===== config.mk =====
export PLATFORM = sky130hd
export DESIGN_NAME = pred_spec_unit
export DESIGN_NICKNAME = d
export VERILOG_FILES = /design/src/rtl/pspu_pkg.sv /design/src/rtl/pspu_counter_bank.sv /design/src/rtl/pspu_state_regs.sv /design/src/rtl/pred_spec_unit.sv
export SDC_FILE = /design/constraint.sdc
export NUM_CORES = 1
export LEC_CHECK = 0
export BUFFER_PORTS_ARGS = -buffer_cell sky130_fd_sc_hd__buf_2
export CAP_MARGIN = 20
export CORE_AREA = 3 3 71 73
export DETAILED_ROUTE_END_ITERATION = 16
export DIE_AREA = 0 0 74 76
export GPL_ROUTABILITY_DRIVEN = 0
export PLACE_DENSITY = 0.71
export RECOVER_POWER = 25
export SYNTH_ARGS = -nofsm -noshare
export SYNTH_HDL_FRONTEND = slang
export SYNTH_SLANG_ARGS = --single-unit

===== constraint.sdc =====
create_clock -name clk -period 1.8 [get_ports clk]
set_input_delay 0.18 -clock clk [delete_from_list [all_inputs] [get_ports clk]]
set_output_delay 0.18 -clock clk [all_outputs]
set_load 0.005 [all_outputs]

===== src/rtl/pspu_pkg.sv =====
package pspu_pkg;
  typedef enum logic {
    SP_IDLE = 1'b0,
    SP_WAIT = 1'b1
  } spec_state_e;
endpackage


===== src/rtl/pspu_counter_bank.sv =====
module pspu_counter_bank #(
  parameter int NPRED = 8,
  parameter int CTR_W = 2,
  localparam int IDX_W = $clog2(NPRED)
) (
  input  logic                          clk,
  input  logic                          rst,
  input  logic                          upd_en,
  input  logic [IDX_W-1:0]              upd_idx,
  input  logic                          upd_taken,
  output logic [NPRED-1:0][CTR_W-1:0]   ctr_q
);
  localparam logic [CTR_W-1:0] CTR_MAX  = '1;
  localparam logic [CTR_W-1:0] CTR_INIT = CTR_W'((1 << (CTR_W - 1)) - 1);

  for (genvar g = 0; g < NPRED; g++) begin : g_ctr
    always_ff @(posedge clk) begin
      if (rst) begin
        ctr_q[g] <= CTR_INIT;
      end else if (upd_en && upd_idx == IDX_W'(g)) begin
        if (upd_taken && ctr_q[g] != CTR_MAX)
          ctr_q[g] <= ctr_q[g] + 1'b1;
        else if (!upd_taken && ctr_q[g] != '0)
          ctr_q[g] <= ctr_q[g] - 1'b1;
      end
    end
  end

  // counters move only on a resolve
  a_r8_ctr_hold: assert property (@(posedge clk) disable iff (rst)
    !upd_en |=> $stable(ctr_q));
endmodule


===== src/rtl/pspu_state_regs.sv =====
module pspu_state_regs #(
  parameter int NPRED = 8,
  localparam int IDX_W = $clog2(NPRED)
) (
  input  logic             clk,
  input  logic             rst,
  input  logic             vis_ld,
  input  logic [NPRED-1:0] vis_d,
  input  logic             ckpt_ld,
  input  logic [NPRED-1:0] ckpt_d,
  input  logic             restore,
  input  logic [IDX_W-1:0] restore_idx,
  input  logic             restore_val,
  output logic [NPRED-1:0] vis_q
);
  logic [NPRED-1:0] ckpt_q;
  logic [NPRED-1:0] restored;

  always_comb begin
    restored = ckpt_q;
    restored[restore_idx] = restore_val;
  end

  always_ff @(posedge clk) begin
    if (rst) begin
      vis_q  <= '0;
      ckpt_q <= '0;
    end else begin
      if (restore)     vis_q <= restored;
      else if (vis_ld) vis_q <= vis_d;
      if (ckpt_ld)     ckpt_q <= ckpt_d;
    end
  end

  // visible state is untouched without a load or a restore
  a_r9_vis_hold: assert property (@(posedge clk) disable iff (rst)
    (!vis_ld && !restore) |=> $stable(vis_q));
endmodule


===== src/rtl/pred_spec_unit.sv =====
module pred_spec_unit #(
  parameter int NPRED = 8,
  parameter int CTR_W = 2,
  localparam int IDX_W = $clog2(NPRED)
) (
  input  logic             clk,
  input  logic             rst,
  input  logic             issue_valid,
  input  logic             issue_dst_is_pred,
  input  logic [IDX_W-1:0] issue_dst_idx,
  input  logic [NPRED-1:0] issue_set_mask,
  input  logic [NPRED-1:0] issue_clr_mask,
  input  logic             resolve_valid,
  input  logic             resolve_value,
  output logic [NPRED-1:0] pred_state,
  output logic             speculating,
  output logic             flush
);
  import pspu_pkg::*;

  spec_state_e           st_q;
  logic                  guess_q;
  logic [IDX_W-1:0]      sidx_q;
  logic                  flush_q;
  logic [NPRED-1:0][CTR_W-1:0] ctr;

  logic resolve_hit, hit_ok, hit_bad, can_pred, acc_pred, acc_plain, guess_now;
  logic [NPRED-1:0] masked, with_guess;

  assign resolve_hit = resolve_valid && (st_q == SP_WAIT);
  assign hit_ok      = resolve_hit && (resolve_value == guess_q);
  assign hit_bad     = resolve_hit && (resolve_value != guess_q);
  assign can_pred    = (st_q == SP_IDLE) || hit_ok;
  assign acc_pred    = issue_valid && issue_dst_is_pred && can_pred;
  assign acc_plain   = issue_valid && !issue_dst_is_pred && !hit_bad;
  assign guess_now   = ctr[issue_dst_idx][CTR_W-1];

  always_comb begin
    masked = (pred_state & ~issue_clr_mask) | issue_set_mask;
    with_guess = masked;
    with_guess[issue_dst_idx] = guess_now;
  end

  pspu_counter_bank #(.NPRED(NPRED), .CTR_W(CTR_W)) u_ctr (
    .clk       (clk),
    .rst       (rst),
    .upd_en    (resolve_hit),
    .upd_idx   (sidx_q),
    .upd_taken (resolve_value),
    .ctr_q     (ctr)
  );

  pspu_state_regs #(.NPRED(NPRED)) u_regs (
    .clk         (clk),
    .rst         (rst),
    .vis_ld      (acc_pred || acc_plain),
    .vis_d       (acc_pred ? with_guess : masked),
    .ckpt_ld     (acc_pred),
    .ckpt_d      (masked),
    .restore     (hit_bad),
    .restore_idx (sidx_q),
    .restore_val (resolve_value),
    .vis_q       (pred_state)
  );

  always_ff @(posedge clk) begin
    if (rst) begin
      st_q    <= SP_IDLE;
      guess_q <= 1'b0;
      sidx_q  <= '0;
      flush_q <= 1'b0;
    end else begin
      flush_q <= hit_bad;
      if (hit_bad) begin
        st_q <= SP_IDLE;
      end else if (acc_pred) begin
        st_q    <= SP_WAIT;
        guess_q <= guess_now;
        sidx_q  <= issue_dst_idx;
      end else if (hit_ok) begin
        st_q <= SP_IDLE;
      end
    end
  end

  assign speculating = (st_q == SP_WAIT);
  assign flush       = flush_q;

  // flush lasts one cycle and ends the speculation
  a_r6_flush_one_cycle: assert property (@(posedge clk) disable iff (rst)
    flush |=> !flush);
  a_r6_flush_ends_spec: assert property (@(posedge clk) disable iff (rst)
    flush |-> !speculating);
  // speculation begins only from a predicate-destination issue
  a_r2_spec_start: assert property (@(posedge clk) disable iff (rst)
    $rose(speculating) |-> $past(issue_valid && issue_dst_is_pred));
  // without a resolve the speculation persists
  a_r4_spec_held: assert property (@(posedge clk) disable iff (rst)
    (speculating && !resolve_valid) |=> speculating);
endmodule


==> flow_summary.toml <==
[worst_hold_path]
hold_path_depth = 4
hold_end = "u_regs.vis_q[0]"
min-delay-start = "issue_set_mask[0]"
hp-class = "primary input to flop"

[layout]
postLayoutCoreUtil_pct = 56.2
area_growth_syn_to_layout_pct = 16.2
fill_cells = 424
final_nets = 333
antennaDiodeCount = 0
drive_above_1_share_pct = 18.4

[timing]
rsz0062_at_grt = "false"
final-hold-violation-count = 0
period_needed_ns = 1.70
tns_ns = 0
clock_skew_ns = 0.00243
slew_violations = 0
setup_viol = 0
max_freq_mhz = 589
fin_crit_sh_pct = 94.4
relSlewSlack_pct = 70.6
tightest_slew_ns = 0.440
hold_slack_ns = 0.211

[floorplanning]
die_w_um = 74
core_area_um2 = 4410
initial_utilization_pct = 48.4
rows = 24
die_h_um = 76
ios = 35
die_area_um2 = 5620

[drt]
drtPass1Iterations = 4
wl_per_cell_um = 15.1
vias = 2135
drtIter0Drc = 184
drc_errors = 0
drt-vias-per-instance = 5.91
ant_nets = 0
drt_wl_total_um = 5460

[clock_network]
ctsHoldBuffers = 0
cts_buffers = 5
cts_root_buf = "clkbuf_8"
clk_latency_ns = 0.29
cts_buffer_depth = 2
htree_levels = 2
clk_pin_slew_worst_paths_ns = 0.07
cts_tree = "done"
cts_sinks = 38

[logic_synthesis]
yosysWarnings = 0
synthesis.nets = 300
syn_inst = 275
ys_ff_latch = 38
ys_types = 40
seq_area_frac_synth_pct = 35.6
synth_area_um2 = 2140
avgSynthCellArea_um2 = 7.77

[power_and_ir_drop]
power.leakage_nw = 1.00
p_per_area_nw_per_um2 = 816
ir_drop_mv = 0.455

[placed_design]
dp_hpwl_um = 3930
port_buffers = 34

[grt]
grt_pass1_wl_um = 8890
grt_max_degree = 29
grt_overflow = 0
grt_pass1_vias = 1876
grt_usage_pct = 20.0
grt_antenna_before_repair = 0

[critical_path]
crit_fanout = 9
r2r_slack_ns = 0.10
rr_endpoint = "u_regs.vis_q[7]"
worstSetupStartpointType = "flop"
crit_type = "flop to flop"
rr_startpoint = "guess_q"
worstSetupEndpointType = "flop"
arrival_ns = 1.88
worstRegToRegCells = 5
cp.required_ns = 1.98

[flow_run]
drv_cap = 0

[outcome]
status = "finished clean"
-- what timing repair did --
item,CTS,global route
resized for setup,0,2
buffers inserted,0,0
endpoints found under the setup margin,0,4
-- through the flow --
step                power (W)  cell area, um^2  instances  worst slack [ns]
floorplan             0.00120             2140        275             0.174
global placement      0.00131             2370        353             0.163
CTS                   0.00203             2480        361             0.111
detailed placement    0.00132             2370        353             0.117
global route          0.00212             2480        361           0.00429
finish                0.00202             2480        361             0.101
-- Yosys cell counts --
cell type,n,share of area (%)
a221o_1,3,1.4
nor2_2,1,0.29
buf_2,4,0.94
inv_2,1,0.18
nor3_1,11,2.6
clkbuf_1,13,2.3
a21oi_1,25,5.9
a211o_1,5,2.1
mux2i_1,9,4.2
dfxtp_1,38,36
mux2_2,2,1.1
a21boi_0,1,0.35
o221ai_1,3,1.2
o31ai_1,6,2.1
a22o_1,1,0.41
a41oi_1,2,0.82
and3b_1,1,0.41
nand2b_1,12,3.5
a311oi_1,1,0.41
nand4bb_1,1,0.53
nand3_1,9,2.1
a31oi_1,5,1.5
o21ai_1,7,1.6
inv_1,11,1.9
o41ai_4,1,1.3
a22oi_1,4,1.4
nand4b_1,1,0.41
nor2b_1,2,0.59
o22ai_2,1,0.59
nor3b_1,2,0.70
o21bai_1,1,0.35
o21ai_0,23,5.4
o21a_1,1,0.35
a21o_1,4,1.4
nor2_1,38,6.7
xor2_2,1,0.76
and2_1,1,0.29
a311o_4,1,0.94
a211oi_1,9,3.2
nand2_1,13,2.3
-- final cells by class --
cell class	instances	area, um^2	share of cell area (%)
multi-input combinational	208	1270	51.1
tap	52	65.1	2.62
inverter	12	45.0	1.82
clock inverter	1	30.0	1.21
sequential	38	762	30.7
timing repair buffer	43	235	9.48
clock buffer	7	76.3	3.08
-- critical path, stage by stage (launching register included) --
cell,delay (ns)
dfxtp_1,0.34
xor2_2,0.24
a311o_4,0.49
o21ai_1,0.14
a31oi_1,0.05
a221o_1,0.32
-- power breakdown --
group | switching [W] | leakage (nW) | internal (W)
logic | 0.000192 | 0.636 | 0.000150
clock network | 0.000302 | 0.0524 | 0.000415
registers | 0.0000657 | 0.312 | 0.000900
total | 0.000560 | 1.00 | 0.00146
-- per-layer routing --
layer | share of wire (%) | track usage, % | wire length (um) | up-vias
met1 | 46 | 27.7 | 2490 | 989
met4 | 1.6 | 6.52 | 85 | 0
met5 | 0 | 0 | 0 | -
li1 | - | - | - | 1069
met3 | 5.9 | 4.49 | 323 | 11
met2 | 47 | 30.4 | 2560 | 66
-- state kept, by name, summed over array words and instances, names as in the netlist --
signal	flops
speculating	1
u_ctr.ctr_q	16
guess_q	1
flush	1
u_regs.vis_q	8
sidx_q	3
u_regs.ckpt_q	8
-- kinds of logic after synthesis --
family                 count (synthesis)  synth area share (%)
XOR/XNOR                               1                 0.762
AND/OR/NAND/NOR                       92                  20.4
buffers and inverters                 29                  5.33
AO/OA/AOI/OAI                        104                  32.6
flip-flops                            38                  35.6
multiplexers                          11                  5.27
-- cells in the final DEF (no fill, tap or decap), types with 3 or more instances in the layout --
cell and n:
o21ai_0 23, buf_2 32, a21oi_1 25, o21ai_1 7, a22oi_1 4, nand2b_1 12
nand3_1 9, a211oi_1 9, a221o_1 3, buf_4 9, inv_1 11, nor3_1 11
o31ai_1 6, clkbuf_1 4, mux2i_1 9, nand2_1 13, dfxtp_1 37, clkbuf_8 5
a21o_1 4, a31oi_1 4, o221ai_1 3, nor2_1 38, a211o_1 5
-- worst max-delay path by stage --
stage,from,to,slack [ns],cells past startpoint
2_1_floorplan,speculating,u_regs.vis_q[0],0.17,6
3_3_place_gp,guess_q,u_regs.vis_q[0],0.16,5
3_5_place_dp,guess_q,u_regs.vis_q[0],0.12,5
4_1_cts,guess_q,u_regs.vis_q[0],0.11,5
5_1_grt,guess_q,u_regs.vis_q[0],0.004,5
6_report,guess_q,u_regs.vis_q[7],0.10,5
(Power assumes the default switching activity.)
